## src/rtl/dbc_pkg.sv

```systemverilog
package dbc_pkg;

    typedef enum logic [2:0] {
        CTL_NOP     = 3'b000,
        CTL_CLEAR   = 3'b001,
        CTL_SLEEP   = 3'b010,
        CTL_EDGE    = 3'b011,
        CTL_BCAST   = 3'b100,
        CTL_PRELOAD = 3'b101,
        CTL_LOADUPD = 3'b110,
        CTL_XFER    = 3'b111
    } ctl_e;

    // One-hot style strobes produced by the command decoder
    typedef struct packed {
        logic clear_all;
        logic sleep;
        logic edge_set;
        logic bcast;
        logic wr_stage;
        logic wr_live;
        logic xfer_all;
        logic wake;
    } dec_t;

endpackage

```

## src/rtl/dbc_load_sync.sv

```systemverilog
module dbc_load_sync #(
    parameter int STAGES = 2
) (
    input  logic clk,
    input  logic rst_n,
    input  logic load_n_i,
    output logic load_act_o
);
    typedef struct packed {
        logic [STAGES-1:0] chain;
    } sync_t;

    sync_t s_d, s_q;

    always_comb begin
        s_d = s_q;
        s_d.chain = {s_q.chain[STAGES-2:0], load_n_i};
    end

    always_ff @(posedge clk or negedge rst_n) begin
        if (!rst_n) s_q <= '{chain: '1};
        else        s_q <= s_d;
    end

    assign load_act_o = ~s_q.chain[STAGES-1];

    initial begin
        AST_SYNC_DEPTH: assert (STAGES >= 2);
    end
endmodule

```

## src/rtl/dbc_cmd_decode.sv

```systemverilog
module dbc_cmd_decode
    import dbc_pkg::*;
#(
    parameter int NCH    = 8,
    parameter int ADDR_W = $clog2(NCH)
) (
    input  logic              valid_i,
    input  logic [2:0]        ctrl_i,
    input  logic [ADDR_W-1:0] addr_i,
    output dec_t              dec_o,
    output logic [NCH-1:0]    sel_o
);
    always_comb begin
        dec_o = '0;
        if (valid_i) begin
            unique case (ctl_e'(ctrl_i))
                CTL_NOP:     ;
                CTL_CLEAR:   begin dec_o.clear_all = 1'b1; dec_o.wake = 1'b1; end
                CTL_SLEEP:   dec_o.sleep    = 1'b1;
                CTL_EDGE:    begin dec_o.edge_set = 1'b1; dec_o.xfer_all = 1'b1; end
                CTL_BCAST:   begin dec_o.bcast = 1'b1; dec_o.wake = 1'b1; end
                CTL_PRELOAD: dec_o.wr_stage = 1'b1;
                CTL_LOADUPD: begin dec_o.wr_stage = 1'b1; dec_o.wr_live = 1'b1; dec_o.wake = 1'b1; end
                CTL_XFER:    dec_o.xfer_all = 1'b1;
                default:     ;
            endcase
        end
    end

    for (genvar i = 0; i < NCH; i++) begin : g_sel
        assign sel_o[i] = (addr_i == ADDR_W'(i));
    end
endmodule

```

## src/rtl/dbc_reg_bank.sv

```systemverilog
module dbc_reg_bank
    import dbc_pkg::*;
#(
    parameter int NCH = 8,
    parameter int DW  = 8
) (
    input  logic              clk,
    input  logic              rst_n,
    input  dec_t              dec_i,
    input  logic [NCH-1:0]    sel_i,
    input  logic [DW-1:0]     data_i,
    input  logic              load_act_i,
    output logic [NCH*DW-1:0] live_o
);
    typedef struct packed {
        logic [NCH-1:0][DW-1:0] stage;
        logic [NCH-1:0][DW-1:0] live;
    } bank_t;

    bank_t b_d, b_q;

    always_comb begin
        b_d = b_q;
        if (dec_i.clear_all) begin
            b_d.stage = '0;
            b_d.live  = '0;
        end
        for (int i = 0; i < NCH; i++) begin
            if (dec_i.wr_stage && sel_i[i]) b_d.stage[i] = data_i;
            if (dec_i.wr_live  && sel_i[i]) b_d.live[i]  = data_i;
            if (dec_i.bcast)                b_d.live[i]  = data_i;
        end
        if (dec_i.xfer_all) b_d.live = b_q.stage;
        // hardware load: live follows the staging value of this same edge
        if (load_act_i)     b_d.live = b_d.stage;
    end

    always_ff @(posedge clk or negedge rst_n) begin
        if (!rst_n) b_q <= '0;
        else        b_q <= b_d;
    end

    assign live_o = b_q.live;

    AST_CLEAR_ZEROES: assert property (@(posedge clk) disable iff (!rst_n)
        dec_i.clear_all |=> (b_q.live == '0 && b_q.stage == '0));
    AST_PRELOAD_HOLDS: assert property (@(posedge clk) disable iff (!rst_n)
        (dec_i.wr_stage && !dec_i.wr_live && !load_act_i) |=> $stable(live_o));
    AST_LOAD_TRANSPARENT: assert property (@(posedge clk) disable iff (!rst_n)
        load_act_i |=> (b_q.live == b_q.stage));
    AST_SEL_ONEHOT: assert property (@(posedge clk) disable iff (!rst_n)
        $onehot0(sel_i));
endmodule

```

## src/rtl/dbc_power_ctrl.sv

```systemverilog
module dbc_power_ctrl
    import dbc_pkg::*;
#(
    parameter int NCH    = 8,
    parameter int DW     = 8,
    parameter int ADDR_W = 3
) (
    input  logic              clk,
    input  logic              rst_n,
    input  dec_t              dec_i,
    input  logic [ADDR_W-1:0] addr_i,
    input  logic [DW-1:0]     data_i,
    output logic [NCH-1:0]    en_o,
    output logic              sleep_o,
    output logic              edge_sel_o,
    output logic              edge_req_o
);
    typedef struct packed {
        logic           asleep;
        logic [NCH-1:0] mask;
        logic           edge_sel;
        logic           edge_req;
    } pwr_t;

    pwr_t p_d, p_q;
    logic [NCH-1:0] mask_in;

    for (genvar i = 0; i < NCH; i++) begin : g_mask
        if (i < DW) begin : g_bit
            assign mask_in[i] = data_i[i];
        end else begin : g_zero
            assign mask_in[i] = 1'b0;
        end
    end

    always_comb begin
        p_d = p_q;
        p_d.edge_req = 1'b0;
        if (dec_i.sleep) begin
            p_d.asleep = 1'b1;
            p_d.mask   = mask_in;
        end
        if (dec_i.wake) p_d.asleep = 1'b0;
        if (dec_i.edge_set) begin
            p_d.edge_sel = addr_i[ADDR_W-1];
            p_d.edge_req = 1'b1;
        end
    end

    always_ff @(posedge clk or negedge rst_n) begin
        if (!rst_n) p_q <= '{asleep: 1'b0, mask: '1, edge_sel: 1'b0, edge_req: 1'b0};
        else        p_q <= p_d;
    end

    assign en_o       = p_q.asleep ? p_q.mask : '1;
    assign sleep_o    = p_q.asleep;
    assign edge_sel_o = p_q.edge_sel;
    assign edge_req_o = p_q.edge_req;

    logic sleep_cmd, wake_cmd, edge_cmd;
    assign sleep_cmd = dec_i.sleep;
    assign wake_cmd  = dec_i.wake;
    assign edge_cmd  = dec_i.edge_set;

    AST_SLEEP_MASK: assert property (@(posedge clk) disable iff (!rst_n)
        sleep_cmd |=> (sleep_o && en_o == $past(mask_in)));
    AST_WAKE_CLEARS: assert property (@(posedge clk) disable iff (!rst_n)
        wake_cmd |=> !sleep_o);
    AST_EDGE_PULSE: assert property (@(posedge clk) disable iff (!rst_n)
        edge_req_o |-> $past(edge_cmd));
    AST_EDGE_HOLD: assert property (@(posedge clk) disable iff (!rst_n)
        !edge_cmd |=> $stable(edge_sel_o));
endmodule

```

## src/rtl/dac_bank_ctrl.sv

```systemverilog
module dac_bank_ctrl
    import dbc_pkg::*;
#(
    parameter int NCH         = 8,
    parameter int DW          = 8,
    parameter int SYNC_STAGES = 2,
    localparam int ADDR_W     = $clog2(NCH)
) (
    input  logic              clk,
    input  logic              rst_n,
    input  logic              cmd_valid_i,
    input  logic [ADDR_W-1:0] cmd_addr_i,
    input  logic [2:0]        cmd_ctrl_i,
    input  logic [DW-1:0]     cmd_data_i,
    input  logic              hw_load_n_i,
    output logic [NCH*DW-1:0] dac_code_o,
    output logic [NCH-1:0]    chan_en_o,
    output logic              sleep_o,
    output logic              edge_sel_o,
    output logic              edge_req_o
);
    dec_t           dec;
    logic [NCH-1:0] sel;
    logic           load_act;

    dbc_load_sync #(.STAGES(SYNC_STAGES)) u_sync (
        .clk        (clk),
        .rst_n      (rst_n),
        .load_n_i   (hw_load_n_i),
        .load_act_o (load_act)
    );

    dbc_cmd_decode #(.NCH(NCH), .ADDR_W(ADDR_W)) u_dec (
        .valid_i (cmd_valid_i),
        .ctrl_i  (cmd_ctrl_i),
        .addr_i  (cmd_addr_i),
        .dec_o   (dec),
        .sel_o   (sel)
    );

    dbc_reg_bank #(.NCH(NCH), .DW(DW)) u_bank (
        .clk        (clk),
        .rst_n      (rst_n),
        .dec_i      (dec),
        .sel_i      (sel),
        .data_i     (cmd_data_i),
        .load_act_i (load_act),
        .live_o     (dac_code_o)
    );

    dbc_power_ctrl #(.NCH(NCH), .DW(DW), .ADDR_W(ADDR_W)) u_pwr (
        .clk        (clk),
        .rst_n      (rst_n),
        .dec_i      (dec),
        .addr_i     (cmd_addr_i),
        .data_i     (cmd_data_i),
        .en_o       (chan_en_o),
        .sleep_o    (sleep_o),
        .edge_sel_o (edge_sel_o),
        .edge_req_o (edge_req_o)
    );

    AST_IDLE_NO_CHANGE: assert property (@(posedge clk) disable iff (!rst_n)
        (!cmd_valid_i && !load_act) |=> ($stable(dac_code_o) && $stable(chan_en_o) && $stable(sleep_o)));
endmodule

```

## config.mk

```make
export PLATFORM = sky130hd
export DESIGN_NAME = dac_bank_ctrl
export DESIGN_NICKNAME = d
export VERILOG_FILES = /design/src/rtl/dbc_pkg.sv /design/src/rtl/dbc_load_sync.sv /design/src/rtl/dbc_cmd_decode.sv /design/src/rtl/dbc_reg_bank.sv /design/src/rtl/dbc_power_ctrl.sv /design/src/rtl/dac_bank_ctrl.sv
export SDC_FILE = /design/constraint.sdc
export NUM_CORES = 1
export LEC_CHECK = 0
export BUFFER_PORTS_ARGS = -buffer_cell sky130_fd_sc_hd__buf_2
export CELL_PAD_IN_SITES_DETAIL_PLACEMENT = 1
export CELL_PAD_IN_SITES_GLOBAL_PLACEMENT = 1
export CORE_UTILIZATION = 40
export DETAILED_ROUTE_END_ITERATION = 16
export MAX_ROUTING_LAYER = met4
export PLACE_DENSITY_LB_ADDON = 0.1
export SLEW_MARGIN = 40
export SYNTH_ARGS = -nofsm -noshare
export SYNTH_HDL_FRONTEND = slang
export SYNTH_SLANG_ARGS = --single-unit
export TNS_END_PERCENT = 50
```

## constraint.sdc

```tcl
create_clock -name clk -period 2.5 [get_ports clk]
set_input_delay 0.25 -clock clk [delete_from_list [all_inputs] [get_ports clk]]
set_output_delay 0.25 -clock clk [all_outputs]
set_load 0.02 [all_outputs]
```

## Word-level counts from Yosys, hierarchy flattened

Index checks and enable logic that the tools add are counted.
Widths: inputs -> output; s select.

| word-level totals | value |
|---|---|
| logic and storage cells | 104 |
| input port bits | 18 |
| output and inout port bits | 75 |
| bits in registers | 141 |

| operators by class | value |
|---|---|
| equality and inequality tests | 22 |
| mux-type cells | 40 |
| reductions and logical operators | 21 |

Operators by type and width:

| operator | number |
|---|---|
| $mux 8 | 26 |
| $mux 128 | 1 |
| $mux 64 | 2 |
| $ne 5x4->1 const B | 8 |
| $eq 3x3->1 const B | 8 |
| $logic_and 1x1->1 | 16 |
| $eq 3x2->1 const B | 4 |
| $mux 1 | 10 |
| $mux 9 | 1 |
| $eq 3x1->1 const B | 2 |
| $reduce_or 2->1 | 2 |
| $logic_not 3->1 | 1 |
| $reduce_or 3->1 | 1 |
| $reduce_bool 2->1 | 1 |

## Longest topological paths before layout

Gate-level depths: netlist of run 1.

| logic depth | value |
|---|---|
| depth in word-level cells | 9 |
| depth in mapped cells | 8 |
| gate-level depth less buffers | 4 |

## By module

From an unflattened synthesis of run 1, not the netlist that was laid out.

| second synthesis, totals | value |
|---|---|
| cells, all modules | 799 |
| area, all modules | 7,677.4 um^2 |

Modules (own cells, without submodules):

| module | sequential area each (um^2) | instances | cells an instance | area each (um^2) |
|---|---|---|---|---|
| dbc_reg_bank | 3,203.1 | 1 | 744 | 6,989.2 |
| dbc_power_ctrl | 285.3 | 1 | 30 | 489.2 |
| dbc_cmd_decode | 0.0 | 1 | 22 | 142.6 |
| dbc_load_sync | 52.6 | 1 | 3 | 56.3 |

## Worst setup path before layout of run 1

No wires, ideal clock.

| timing path | value |
|---|---|
| path kind | input -> register |
| from | in cmd_addr_i[0] |
| to | reg u_bank.b_q, in the netlist u_bank.live_o[46] |
| data required time | 2,378 ps |
| path buffers | 2 |
| cell stages on the path | 6 |
| data arrival time | 1,679 ps |
| setup slack | 700 ps |
| setup time | 122 ps |
| cells stage by stage | clkbuf_1 nand2_1 nor4_4 buf_6 mux2i_1 a32o_1 |

| between the ends | value |
|---|---|
| cells in the longest elaborated chain, start to end | 6 |
| elaborated cells between the ends (all ways) | 9 |
| those cells by class | 2 x eq/ne; 5 x mux; 2 x reduce/logical |

RTL lines:

| element | line | source |
|---|---|---|
| from (decl) | dac_bank_ctrl.sv:12 | `input logic [ADDR_W-1:0] cmd_addr_i,` |
| $eq 3x3->1 * | dbc_cmd_decode.sv:31 | `assign sel_o[i] = (addr_i == ADDR_W'(i));` |
| $logic_and 1x1->1 | dbc_reg_bank.sv:30 | `if (dec_i.wr_live && sel_i[i]) b_d.live[i] = data_i;` |
| $mux 8 | dbc_reg_bank.sv:30 |  |
| $mux 8 | dbc_reg_bank.sv:31 | `if (dec_i.bcast) b_d.live[i] = data_i;` |
| $mux 64 | dbc_reg_bank.sv:33 | `if (dec_i.xfer_all) b_d.live = b_q.stage;` |
| $mux 64 | dbc_reg_bank.sv:35 | `if (load_act_i) b_d.live = b_d.stage;` |
| to (signal assigned) | dbc_reg_bank.sv:39 | `if (!rst_n) b_q <= '0;` |
| to (signal assigned) | dbc_reg_bank.sv:40 | `else b_q <= b_d;` |
| to (decl) | dbc_reg_bank.sv:20 | `bank_t b_d, b_q;` |

Every way passes the cells marked *; elsewhere a longest branch is shown, timed or not.
A chain may end at the register's enable or synchronous reset.

## Worst setup path after layout of run 1

| timing path | value |
|---|---|
| from | reg u_sync.s_q[1] (netlist bit) |
| to | reg u_bank.b_q, in the netlist u_bank.live_o[22] |

| between the ends | value |
|---|---|
| cells in the longest elaborated chain, start to end | 1 |
| elaborated cells between the ends (all ways) | 2 |
| those cells by class | 1 x eq/ne; 1 x mux |

RTL lines:

| element | line | source |
|---|---|---|
| from (decl) | dbc_load_sync.sv:13 | `sync_t s_d, s_q;` |
| from (signal assigned) | dbc_load_sync.sv:21 | `if (!rst_n) s_q <= '{chain: '1};` |
| $ne 5x4->1 (no line) or $mux 64 (tied branches) | - |  |

Parallel ways exist; a longest one is shown, timed or not.

==> metrics, run 1 <==
status completed; placed cells 1,148; Worst-path clk slew 60 ps; crit path kind reg2reg; Arr. time, crit path 2300 ps; H-Tree Depth 4; TritonCTS Buffers 17; Mapped Nets 897; clock power share 0.379; largest family of logic cells by synthesized area compound AO/OA/AOI/OAI gates; final period utilization 0.794; core area 19,700 um^2; CP Max Fanout 45; mapped cell area 8120 um^2; share of the synthesized area in the top cell type 0.404; Worst Hold Class in2reg; LEAKAGE 3.67 nW; Worst VDD drop 0.514 mV; final setup vio count 0; compound-gate portion of the synthesized area 0.225; Finished Layout Cells 1,184; total global routing track utilization 0.298; DR DRC count 0; first-pass GRT wire length 43,900 um; Area Overhead vs Synth 13.0%; via count 7,130; worst-margin pin slew 839 ps; Die W 144 um; half-perimeter wire length after placement 18,400 um; post-synthesis xor/xnor area fraction 0.00447; row count 51; final count of pins violating max slew 0; drt pass-1 iters 4; sequential share of the synthesized area 0.436; total grt overflow 0; Cell variety after synth 36; FMAX 0.504 GHz; root buf cell clkbuf_16; Area after DPL 8590 um^2; Worst-Skew Late Latency 430 ps; Sw Share 0.317; worst hold slack 195 ps; DR iter-0 viols 537; Post-Synth Adder-Cell Area 0; Post-CTS Setup Bufs 0; simple-gate share of the synthesized area 0.141; Final ANT Viol Nets 0; RSZ-0062 raised after global routing no; initial core utilization 0.413; Rel. slew slack 0.441; yosys warns 0; number of synthesized flops with an enable pin 0; port bufs 92; Final Cell Area 9170 um^2; Flop pwr share 0.430; largest net degree at the start of global routing 71; Mapped Cells 879; critical path endpoint category flip-flop; asr flop ratio synth 1.00; crit start category flip-flop; Mapped Avg Cell Area 9.24 um^2; global placement routability congestion 0.875; vias per cell 6.02; final wirelength 28,800 um; Routed wire per std cell 24.4 um; Final WS setup 516 ps; antenna violations before repair 1; final hold violation count 0; max-cap check violation count 0; share of layout cells above drive strength 1 0.228; Comb power frac 0.191; post-synthesis mux area share 0.0914; Post-Route Skew 8.51 ps; Internal 4.37 mW; TritonCTS clock tree yes; min Tclk post-route 1980 ps; PwrDens 697 nW/um^2; I/O pins 93; Synth area leaders dfrtp_1, nand2_1, a32o_1; Switch Pwr 2.02 mW; Synth area leader dfrtp_1; Seq cells post-synth 141; ys flop type dfrtp_1; number of global-route vias before repair 7,241; die area 20,900 um^2; nets@finish 922; CTS max path bufs 2; post-route setup TNS 0 ps; clk sink count 141; Die Ht 144 um; WP data required 2810 ps; pre-CTS setup slack 368 ps
-- power groups by stage --
stage | Sequential, mW | Combinational [mW] | Clock (mW)
global placement | 2.77 | 1.18 | 0
global route | 2.78 | 1.32 | 2.57
floorplan | 2.72 | 0.913 | 0
detailed placement | 2.78 | 1.22 | 0
finish | 2.75 | 1.22 | 2.42
CTS | 2.74 | 1.23 | 2.47
-- cells by family (layout without fill, tap and decap cells) --
group / after synthesis / in the layout
XOR/XNOR: 2 / 2
other: 0 / 2
multiplexers: 73 / 73
flip-flops: 141 / 141
AO/OA/AOI/OAI: 268 / 268
buffers and inverters: 143 / 181
AND/OR/NAND/NOR: 252 / 252
-- Yosys cell counts (2+ instances only) --
cell type,instances
nor2_1,9
mux2_2,9
o21ai_0,64
mux2i_1,64
nor4bb_1,3
nand2b_1,9
nand2_1,208
nor2b_1,2
buf_4,67
buf_6,2
and3_1,2
a32o_1,64
o211ai_1,64
nand3_1,4
buf_2,17
a31oi_1,3
dfstp_2,10
dfrtp_1,131
a21oi_1,71
clkbuf_1,49
buf_1,6
nor4_4,2
nor3_4,6
-- cell type report --
| class | instances | area [um^2] |
|---|---|---|
| sequential | 141 | 3540 |
| clock inverter | 14 | 123 |
| multi-input combinational | 595 | 3790 |
| timing repair buffer | 148 | 950 |
| inverter | 1 | 3.75 |
| antenna | 2 | 5.00 |
| fill | 2315 | 10500 |
| tap | 265 | 332 |
| clock buffer | 18 | 429 |
-- path summary, 6_finish.rpt --
kind | end | from | slack [ps] | depth (start not counted)
worst max-delay path | u_bank.live_o[22] | u_sync.s_q[1] | 520 | 3
worst min-delay path | u_bank.b_q[87] | cmd_data_i[7] | 200 | 3
worst max register to register | u_bank.live_o[22] | u_sync.s_q[1] | 520 | 3
worst min register to register | u_sync.s_q[1] | u_sync.s_q[0] | 360 | 0
max in group asynchronous | u_sync.s_q[0] | rst_n | 1330 | 3
min in group asynchronous | u_bank.b_q[87] | rst_n | 410 | 2
-- state kept, by name, indices dropped and copies added (netlist names) --
name and flops:
u_bank.live_o 64, u_pwr.sleep_o 1, u_sync.s_q 2, u_pwr.p_q 8, u_pwr.edge_sel_o 1, u_bank.b_q 64, u_pwr.edge_req_o 1
-- cells in the final DEF (no fill, tap or decap), drive strengths merged, types with 3 or more instances in the layout --
master	n
nand2	208
buf	146
dfrtp	131
a21oi	71
o21ai	64
mux2i	64
o211ai	64
a32o	64
clkbuf	18
dfstp	10
nand2b	9
nor2	9
mux2	9
nor3	7
clkinv	7
clkinvlp	5
nand3	4
nor4bb	3
a31oi	3
-- through the flow --
step                total power [mW]   util
global route                    6.67  0.467
CTS                             6.44  0.466
floorplan                       3.63      -
finish                          6.39  0.467
global placement                3.95  0.436
detailed placement              4.00  0.437
-- metal layers --
layer | vias to the layer above | GRT usage | routed length (um)
li1 | 3157 | - | -
met3 | 58 | 0.0540 | 1480
met5 | - | - | 0
met2 | 233 | 0.454 | 13600
met1 | 3682 | 0.388 | 12800
met4 | 0 | 0.125 | 948
-- worst max-delay path, stage by stage (launching register included) --
cell      delay (ps)
dfstp_4          880
buf_4            510
o211ai_1         180
a32o_1           250
-- timing repair --
item / 4_1_cts / 5_1_grt
endpoints found under the setup margin: 0 / 0
hold endpoints to repair: 64 / 0
hold buffers: 2 / 0
gates resized for setup: 0 / 0
No activity file was read; power rests on OpenSTA's default activity.
==> inputs of run 2 (changes only) <==
ABC_AREA = 1   (was default)
clock period = 1.95 ns   (was 2.5 ns; I/O delays follow)
==> metrics, run 2 <==
status completed (unchanged); largest net degree at the start of global routing 53 (was 71); asr flop ratio synth 1.00 (unchanged); total global routing track utilization 0.305 (was 0.298); worst-margin pin slew 565 ps (was 839 ps); LEAKAGE 4.95 nW (was 3.67 nW); Post-CTS Setup Bufs 0 (unchanged); H-Tree Depth 4 (unchanged); global placement routability congestion 0.840 (was 0.875); Final ANT Viol Nets 0 (unchanged); FF-to-FF End u_bank.live_o[43] (was u_bank.live_o[22]); CP Max Fanout 35 (was 45); PwrDens 940 nW/um^2 (was 697 nW/um^2); Reg2Reg Depth 6 (was 3); Post-Route Skew 6.73 ps (was 8.51 ps); post-synthesis xor/xnor area fraction 0 (was 0.00447); Seq cells post-synth 141 (unchanged); core area 21,200 um^2 (was 19,700 um^2); internal reg-to-reg setup slack 290 ps (was 520 ps); final period utilization 0.850 (was 0.794); number of synthesized flops with an enable pin 0 (unchanged); CTS max path bufs 2 (unchanged); Rel. slew slack 0.623 (was 0.441); via count 8,321 (was 7,130); Worst-Skew Late Latency 430 ps (about the same); first-pass GRT wire length 49,900 um (was 43,900 um); Area after DPL 9030 um^2 (was 8590 um^2); Finished Layout Cells 1,438 (was 1,184); compound-gate portion of the synthesized area 0.00600 (was 0.225); max-cap check violation count 0 (unchanged); nets@finish 1,168 (was 922); Worst R2R Start u_sync.s_q[1] (unchanged); share of the synthesized area in the top cell type 0.374 (was 0.404); TritonCTS clock tree yes (unchanged); die area 22,500 um^2 (was 20,900 um^2); final count of pins violating max slew 0 (unchanged); antenna violations before repair 0 (was 1); CTS resizes 0 (unchanged); final setup vio count 0 (unchanged); Post-Synth Adder-Cell Area 0 (unchanged); termination of the worst setup path u_bank.live_o[43] (was u_bank.live_o[22]); Die W 150 um (was 144 um); mapped cell area 8760 um^2 (was 8120 um^2); Cell variety after synth 27 (was 36); Area Overhead vs Synth 10.4% (was 13.0%); crit path kind reg2reg (unchanged); Final Cell Area 9670 um^2 (was 9170 um^2); Synth area leaders dfrtp_1, nand3_1, nand2_1 (was dfrtp_1, nand2_1, a32o_1); worst hold slack 59.4 ps (was 195 ps); DR iter-0 viols 717 (was 537); CP startpoint u_sync.s_q[1] (unchanged); WP data required 2310 ps (was 2810 ps); root buf cell clkbuf_16 (unchanged); min Tclk post-route 1660 ps (was 1980 ps); Post-synth top cells nand2_1, nand3_1, dfrtp_1 (was nand2_1, dfrtp_1, a21oi_1); Mapped Nets 1,162 (was 897); placed cells 1,404 (was 1,148); Die Ht 150 um (was 144 um); total grt overflow 0 (unchanged); initial core utilization 0.413 (about the same); sequential share of the synthesized area 0.404 (was 0.436); clk sink count 141 (unchanged); DR DRC count 0 (unchanged); FMAX 0.604 GHz (was 0.504 GHz); vias per cell 5.79 (was 6.02); fillers 2,672 (was 2,315); simple-gate share of the synthesized area 0.464 (was 0.141); Worst-path clk slew 60 ps (about the same); Final WS setup 293 ps (was 516 ps); Mapped Avg Cell Area 7.65 um^2 (was 9.24 um^2); yosys warns 0 (unchanged); pre-CTS setup slack 241 ps (was 368 ps); post-synthesis mux area share 0 (was 0.0914); post-route setup TNS 0 ps (unchanged); final hold violation count 0 (unchanged); critical path endpoint category flip-flop (unchanged); port bufs 92 (unchanged); ys flop type dfrtp_1 (unchanged); overall power 9.09 mW (was 6.39 mW); number of global-route vias before repair 8,408 (was 7,241); I/O pins 93 (unchanged); ant diodes 0 (was 2); Mapped Cells 1,144 (was 879); half-perimeter wire length after placement 20,800 um (was 18,400 um); most common cell in the synthesized netlist nand2_1 (unchanged); Arr. time, crit path 2010 ps (was 2300 ps); Routed wire per std cell 22.1 um (was 24.4 um); final wirelength 31,800 um (was 28,800 um); largest family of logic cells by synthesized area simple AND/OR/NAND/NOR gates (was compound AO/OA/AOI/OAI gates); Worst Hold Class in2reg (unchanged); Synth area leader dfrtp_1 (unchanged); final core occ 0.456 (was 0.467); commonest non-fill, non-tap cell in the layout nand2_1 (unchanged); Worst VDD drop 0.613 mV (was 0.514 mV); cts hold-fix bufs 2 (unchanged); row count 53 (was 51); TritonCTS Buffers 17 (unchanged); share of layout cells above drive strength 1 0.192 (was 0.228); most frequent cells in the layout nand2_1, nand3_1, dfrtp_1 (was nand2_1, dfrtp_1, buf_2); drt pass-1 iters 6 (was 4); RSZ-0062 raised after global routing no (unchanged); crit start category flip-flop (unchanged)
run 2: cell types whose count changed after synthesis, moves of 39 or more:
cell      delta
a32o_1      -64
nand2_1     +82
nor2_1      +45
and2_1      +48
nand3_1    +249
nand4_1    +112
a21oi_1     -70
o21ai_0     -56
inv_1       +39
o211ai_1    -64
mux2i_1     -64
run 2: cell families after synthesis:
group / Yosys count
and+or+nand+nor: 803
AOI/OAI and AO/OA: 10
buffers and inverters: 190
DFF: 141
run 2: power breakdown:
group | switching [mW] | internal [mW]
Sequential | 0.243 | 3.36
Clock | 1.38 | 2.15
Combinational | 1.33 | 0.621
Total | 2.96 | 6.13
run 2: worst min path at each step:
stage                  start          endpoint  cells past startpoint
2_1_floorplan          rst_n   u_bank.b_q[100]                      0
3_3_place_gp           rst_n   u_bank.b_q[124]                      1
3_5_place_dp           rst_n   u_bank.b_q[124]                      1
4_1_cts        cmd_ctrl_i[2]  u_pwr.edge_req_o                      2
5_1_grt        cmd_ctrl_i[2]  u_pwr.edge_req_o                      2
6_report       cmd_ctrl_i[2]  u_pwr.edge_req_o                      2
run 2: per-layer routing:
layer / vias to the layer above / track usage / share of wire
met2: 301 / 0.463 / 0.46
li1: 3808 / - / -
met4: 0 / 0.0859 / 0.021
met3: 61 / 0.0527 / 0.056
met1: 4151 / 0.416 / 0.46
met5: - / - / 0
run 2: cell type report:
class / instances / area (um^2) / share of cell area
Sequential cell: 141 / 3540 / 0.366
Multi-Input combinational cell: 813 / 4130 / 0.427
Clock buffer: 18 / 429 / 0.0444
Clock inverter: 14 / 190 / 0.0197
Tap cell: 275 / 344 / 0.0356
Inverter: 45 / 176 / 0.0182
Timing Repair Buffer: 132 / 860 / 0.0889
run 2: critical path, stage by stage (launching register included):
cell	delay, ps
dfstp_2	570
buf_4	230
nand3_1	160
nor2_4	160
buf_12	230
nand3_1	120
nand3_1	100
